**src/rtl/qcs_pkg.sv**
```systemverilog
package qcs_pkg;

    typedef enum logic [1:0] {
        QTR0 = 2'd0,
        QTR1 = 2'd1,
        QTR2 = 2'd2,
        QTR3 = 2'd3
    } qtr_e;

    // Opcode field and codes
    localparam int unsigned OPC_W     = 3;
    localparam logic [2:0]  OPC_TEST  = 3'b101;
    localparam logic [2:0]  OPC_JUMP  = 3'b111;

    // Field positions inside the instruction word
    localparam int unsigned BANK_BIT  = 12;
    localparam int unsigned IDX_LSB   = 8;
    localparam int unsigned OFF_W     = 5;

endpackage

```
**src/rtl/qcs_phase_ctr.sv**
```systemverilog
module qcs_phase_ctr
    import qcs_pkg::*;
(
    input  logic clk,
    input  logic rst,
    output qtr_e quarter_o
);

    typedef struct packed {
        qtr_e qtr;
    } phase_t;

    phase_t st_d, st_q;

    always_comb begin
        st_d     = st_q;
        st_d.qtr = qtr_e'(st_q.qtr + 2'd1);
    end

    always_ff @(posedge clk) begin
        if (rst) st_q <= '{qtr: QTR0};
        else     st_q <= st_d;
    end

    assign quarter_o = st_q.qtr;


    qtr_step_chk: assert property (@(posedge clk) disable iff (rst)
        1'b1 |=> (st_q.qtr == qtr_e'($past(st_q.qtr) + 2'd1)));

endmodule

```
**src/rtl/qcs_ir_latch.sv**
```systemverilog
module qcs_ir_latch
    import qcs_pkg::*;
#(
    parameter int unsigned IW = 16
) (
    input  logic          clk,
    input  logic          rst,
    input  qtr_e          quarter_i,
    input  logic [IW-1:0] instr_i,
    output logic [IW-1:0] ir_o,
    output logic          lb_sel_o,
    output logic          rb_sel_o,
    output logic          ir_en_o
);

    typedef struct packed {
        logic [IW-1:0] ir;
    } irst_t;

    irst_t st_d, st_q;

    logic           open_w;
    logic           in_phase;
    logic           uses_io;
    logic [OPC_W-1:0] opc;

    always_comb begin
        open_w   = (quarter_i == QTR0);
        st_d     = st_q;
        if (open_w) st_d.ir = instr_i;
        ir_o     = open_w ? instr_i : st_q.ir;
        opc      = ir_o[IW-1 -: OPC_W];
        uses_io  = (opc != OPC_JUMP);
        in_phase = (quarter_i == QTR0) || (quarter_i == QTR1);
        lb_sel_o = in_phase && uses_io && !ir_o[BANK_BIT];
        rb_sel_o = in_phase && uses_io &&  ir_o[BANK_BIT];
        ir_en_o  = open_w;
    end

    always_ff @(posedge clk) begin
        if (rst) st_q <= '0;
        else     st_q <= st_d;
    end


    ir_hold_chk: assert property (@(posedge clk) disable iff (rst)
        (quarter_i != QTR0) |-> $stable(ir_o));


    bank_excl_chk: assert property (@(posedge clk) disable iff (rst)
        $onehot0({lb_sel_o, rb_sel_o}));


    bank_window_chk: assert property (@(posedge clk) disable iff (rst)
        (quarter_i == QTR2 || quarter_i == QTR3) |-> (!lb_sel_o && !rb_sel_o));

endmodule

```
**src/rtl/qcs_branch.sv**
```systemverilog
module qcs_branch
    import qcs_pkg::*;
#(
    parameter int unsigned IW  = 16,
    parameter int unsigned AW  = 13,
    parameter int unsigned IOW = 8
) (
    input  logic           clk,
    input  logic           rst,
    input  qtr_e           quarter_i,
    input  logic [IW-1:0]  ir_i,
    input  logic [IOW-1:0] io_i,
    input  logic [AW-1:0]  cur_addr_i,
    output logic [AW-1:0]  next_o
);

    localparam int unsigned IDXW = $clog2(IOW);

    typedef struct packed {
        logic [IOW-1:0] io;
    } brst_t;

    brst_t st_d, st_q;

    logic [OPC_W-1:0] opc;
    logic [IDXW-1:0]  bit_sel;
    logic [OFF_W-1:0] off_raw;
    logic [AW-1:0]    off_ext;
    logic             tested;

    always_comb begin
        st_d = st_q;
        if (quarter_i == QTR1) st_d.io = io_i;

        opc     = ir_i[IW-1 -: OPC_W];
        bit_sel = ir_i[IDX_LSB +: IDXW];
        off_raw = ir_i[OFF_W-1:0];
        off_ext = {{(AW-OFF_W){off_raw[OFF_W-1]}}, off_raw};
        tested  = st_q.io[bit_sel];

        if (opc == OPC_JUMP)
            next_o = ir_i[AW-1:0];
        else if (opc == OPC_TEST && tested)
            next_o = cur_addr_i + off_ext;
        else
            next_o = cur_addr_i + {{(AW-1){1'b0}}, 1'b1};
    end

    always_ff @(posedge clk) begin
        if (rst) st_q <= '0;
        else     st_q <= st_d;
    end


    io_capture_chk: assert property (@(posedge clk) disable iff (rst)
        (quarter_i != QTR1) |=> $stable(st_q.io));

endmodule

```
**src/rtl/qcs_addr_reg.sv**
```systemverilog
module qcs_addr_reg
    import qcs_pkg::*;
#(
    parameter int unsigned AW = 13
) (
    input  logic          clk,
    input  logic          rst,
    input  qtr_e          quarter_i,
    input  logic [AW-1:0] next_i,
    output logic [AW-1:0] cur_addr_o,
    output logic [AW-1:0] addr_o,
    output logic          ar_en_o
);

    typedef struct packed {
        logic [AW-1:0] addr;
    } arst_t;

    arst_t st_d, st_q;

    always_comb begin
        ar_en_o = (quarter_i == QTR2);
        st_d    = st_q;
        if (ar_en_o) st_d.addr = next_i;
        addr_o     = ar_en_o ? next_i : st_q.addr;
        cur_addr_o = st_q.addr;
    end

    always_ff @(posedge clk) begin
        if (rst) st_q <= '0;
        else     st_q <= st_d;
    end


    addr_early_chk: assert property (@(posedge clk) disable iff (rst)
        (quarter_i == QTR1) |-> $stable(addr_o));


    addr_keep_chk: assert property (@(posedge clk) disable iff (rst)
        (quarter_i == QTR3) |-> $stable(addr_o));

endmodule

```
**src/rtl/qc_fetch_seq.sv**
```systemverilog
module qc_fetch_seq
    import qcs_pkg::*;
#(
    parameter int unsigned IW  = 16,
    parameter int unsigned AW  = 13,
    parameter int unsigned IOW = 8
) (
    input  logic           clk,
    input  logic           rst,
    input  logic [IW-1:0]  instr_i,
    input  logic [IOW-1:0] io_i,
    output logic [1:0]     quarter_o,
    output logic [AW-1:0]  addr_o,
    output logic [IW-1:0]  ir_o,
    output logic           lb_sel_o,
    output logic           rb_sel_o,
    output logic           ir_en_o,
    output logic           ar_en_o
);

    qtr_e          qtr;
    logic [AW-1:0] next_addr;
    logic [AW-1:0] cur_addr;

    qcs_phase_ctr u_phase (
        .clk       (clk),
        .rst       (rst),
        .quarter_o (qtr)
    );

    qcs_ir_latch #(.IW(IW)) u_ir (
        .clk       (clk),
        .rst       (rst),
        .quarter_i (qtr),
        .instr_i   (instr_i),
        .ir_o      (ir_o),
        .lb_sel_o  (lb_sel_o),
        .rb_sel_o  (rb_sel_o),
        .ir_en_o   (ir_en_o)
    );

    qcs_branch #(.IW(IW), .AW(AW), .IOW(IOW)) u_br (
        .clk        (clk),
        .rst        (rst),
        .quarter_i  (qtr),
        .ir_i       (ir_o),
        .io_i       (io_i),
        .cur_addr_i (cur_addr),
        .next_o     (next_addr)
    );

    qcs_addr_reg #(.AW(AW)) u_ar (
        .clk        (clk),
        .rst        (rst),
        .quarter_i  (qtr),
        .next_i     (next_addr),
        .cur_addr_o (cur_addr),
        .addr_o     (addr_o),
        .ar_en_o    (ar_en_o)
    );

    assign quarter_o = qtr;


    win_excl_chk: assert property (@(posedge clk) disable iff (rst)
        $onehot0({ir_en_o, ar_en_o}));


    jump_tgt_chk: assert property (@(posedge clk) disable iff (rst)
        (qtr == QTR3 && $past(ir_o[IW-1 -: OPC_W]) == OPC_JUMP)
            |-> (addr_o == $past(ir_o[AW-1:0])));

endmodule

```
**config.mk**
```make
export PLATFORM = sky130hd
export DESIGN_NAME = qc_fetch_seq
export DESIGN_NICKNAME = d
export VERILOG_FILES = /design/src/rtl/qcs_pkg.sv /design/src/rtl/qcs_phase_ctr.sv /design/src/rtl/qcs_ir_latch.sv /design/src/rtl/qcs_branch.sv /design/src/rtl/qcs_addr_reg.sv /design/src/rtl/qc_fetch_seq.sv
export SDC_FILE = /design/constraint.sdc
export NUM_CORES = 1
export LEC_CHECK = 0
export BUFFER_PORTS_ARGS = -buffer_cell sky130_fd_sc_hd__buf_2
export CAP_MARGIN = 20
export CORE_AREA = 10 10 84 86
export DETAILED_ROUTE_END_ITERATION = 6
export DIE_AREA = 0 0 94 96
export GPL_ROUTABILITY_DRIVEN = 0
export PLACE_DENSITY = 0.69
export SLEW_MARGIN = 20
export SYNTH_ARGS = -nofsm -noshare
export SYNTH_HDL_FRONTEND = slang
export SYNTH_SLANG_ARGS = --single-unit
```
**constraint.sdc**
```tcl
create_clock -name clk -period 13.8 [get_ports clk]
set_input_delay 4.14 -clock clk [delete_from_list [all_inputs] [get_ports clk]]
set_output_delay 4.14 -clock clk [all_outputs]
set_load 0.02 [all_outputs]
```
==> run metrics <==
status=complete, no violations; Crit path max-delay family=simple AND/OR/NAND/NOR gates; CP Cell Sequence=buf_2, mux2i_1, inv_1, mux4_2, mux2i_4, or3_1, ha_1, fa_1, a21o_1, nand4_1, a21oi_1, o21a_1, or3_1, a311oi_1, nor2_1, buf_2; Synthesized Nets=309; Fmax=85.6 MHz; initial antenna violation count=0; Total GRT Usage=13.8%; Final Cycle Share=84.7%; CTS tree=yes; Clock Latency Late Sink=0.30 ns; TritonCTS buffer count=5; register area share after synthesis=33.4%; hold_ws=0.472 ns; grt total ovfl=0; WS Path Type=input port to output port; wire length on met1=2.84 mm; FF-to-FF Start=u_phase.quarter_o[0]$_SDFF_PP0_; RSZ-0062 raised after global routing=false; first-pass GRT wire length=10.1 mm; syn avg cell area=8.75 um2; largest net degree at the start of global routing=30; Final TNS setup=0 ns; die area=0.00902 mm2; commonest non-fill, non-tap cell in the layout=buf_2; Pwr Total=0.296 mW; Vias/cell=5.23; final HPWL from detailed placement=4.60 mm; # DRC=0; Antenna Nets Post-Route=0; Yosys cell types=49; highest routed layer=met4; postcts setup bufs=0; via count=2075; Slew @ Worst Pin=0.794 ns; clk sinks=39; Synth Warn #=0; Hold WC Path Type=register to register; stages on the worst setup path=16; root buf cell=clkbuf_8; Die Y=96 um; gate count of the mapped netlist=267; initial DRC count=81; IO Port Bufs=60; number of H-tree levels=2; crit path from=instr_i[10]; I/O pin count=61; final design utilization=51.5%; CP peak stage delay=0.40 ns; Worst Hold Depth=1; Ant. Diodes=0; FF-to-FF path depth=16; Hold Path Origin=u_phase.quarter_o[0]$_SDFF_PP0_; skew final=0.00810 ns; CTS resizes=0; crit path capture type=output port; crit path DAT=7.54 ns; Routed WL per cell=15.4 um; wirelength, routed=6.10 mm; share of cells above drive strength 1=25.8%; area of the core=0.00541 mm2; Reg clk slew, reported paths=0.08 ns; P_leak=1.44 nW; Final Hold Viols=0; CP startpoint kind=input port; Initial Utilization=43.2%; Peak VDD IR=0.0000608 V; Mapped Area=0.00234 mm2; Die X=94 um; commonest cells after routing, fill and taps aside=buf_2 (60), nor2_1 (39), dfxtp_1 (39), mux2i_1 (20), inv_1 (19); drt pass-1 iters=4; Power Density=106 mW/mm2; hold buffer count at cts=0; post-route minimum period=11.68 ns; met2 WL post-DR=2.78 mm; CP bufs+invs=3; Max Slew Vio Count=0; CP max FO=5; Layout Nets=366; Worst path slowest cell=fa_1; FP Rows=27; Area growth, synth to finish=19.1%; metal3 WL=394 um; CTS Buffer Depth=2; number of global-route vias before repair=2057; critical path required time=9.66 ns; Final setup viols=0; max_cap viols=0; flops & latches, synth=39; Worst slew margin=46.9%
kinds of logic after synthesis:
logic type | Yosys count | share of synthesized area [%]
xor+xnor | 9 | 3.70
flops | 39 | 33.4
compound gates | 56 | 16.0
fa+ha+maj | 16 | 8.89
mux | 29 | 14.5
simple gates | 86 | 17.9
buf+inv | 32 | 5.52
worst paths after layout:
check | end | slack (ns)
setup / recovery | addr_o[10] | 2.12
hold / removal | u_phase.quarter_o[0]$_SDFF_PP0_ | 0.47
setup reg to reg | u_ar.cur_addr_o[10]$_SDFF_PP0_ | 9.40
hold reg to reg | u_phase.quarter_o[0]$_SDFF_PP0_ | 0.47
flip-flops by register name (all words and copies together), names as in the netlist:
name and cells:
u_ar.cur_addr_o 13, u_br.st_q 8, u_phase.quarter_o 2, u_ir.st_q 16
worst reg2reg max path, delay by kind of cell, from the launching register on:
family | cells | cell delay, ns
AO/OA/AOI/OAI | 4 | 0.87
adder cells (fa/ha/maj) | 3 | 1.04
buffers and inverters | 3 | 0.51
flip-flops | 1 | 0.34
multiplexers | 2 | 0.58
AND/OR/NAND/NOR | 4 | 0.91
stage by stage:
| step | area [um2] | setup slack (ns) | instances |
|---|---|---|---|
| 4_1_cts | 2780 | 2.12 | 397 |
| 3_5_place_dp | 2690 | 2.15 | 389 |
| 2_1_floorplan | 2340 | 2.44 | 267 |
| 3_3_place_gp | 2690 | 2.19 | 389 |
| 6_report | 2780 | 2.12 | 397 |
| 5_1_grt | 2780 | 1.88 | 397 |
Yosys cell counts (all sizes together):
cell type  instances  area (um2)
dfxtp             39         781
nor2              39         146
mux2i             21         223
inv               20        75.1
a21oi             15        75.1
ha                15         188
and2              13        81.3
nand2             12        45.0
o21ai             10        50.1
clkbuf             9        33.8
xnor2              8        77.6
nor3               7        35.0
a21o               6        45.0
mux2               6        71.3
nor2b              5        31.3
a211oi             4        30.0
o21a               4        30.0
a31oi              3        18.8
buf                3        20.0
a32o               2        20.0
mux4               2        45.0
nand3              2        10.0
nor3b              2        26.3
o22a               2        17.5
or3                2        12.5
a221o              1        10.0
a311oi             1        8.76
a31o               1        8.76
a41oi              1        8.76
and3               1        6.26
fa                 1        20.0
nand2b             1        6.26
nand4              1        6.26
nor4               1        12.5
o211a              1        10.0
o211ai             1        7.51
o21ba              1        10.0
o21bai             1        7.51
o31ai              1        7.51
o32ai              1        8.76
xor2               1        8.76
per-layer routing:
metal,up-vias,GRT usage (%)
met3,9,3.58
met4,0,5.44
li1,1040,-
met5,-,0
met2,62,22.4
met1,964,17.1
power by group:
group	internal (mW)	switching [mW]	leakage, nW
Clock	0.0410	0.0424	0.0484
Sequential	0.121	0.00369	0.320
Combinational	0.0330	0.0551	1.07
area by class of cell:
cell class	instances	area, um2
well taps	72	90.1
clock inverters	1	8.76
clock buffers	7	86.3
inverters	20	75.1
flip-flops and latches	39	781
repair buffers	62	315
multi-input cells	196	1430
fillers	522	2620
Power figures use the tool's default switching activity.
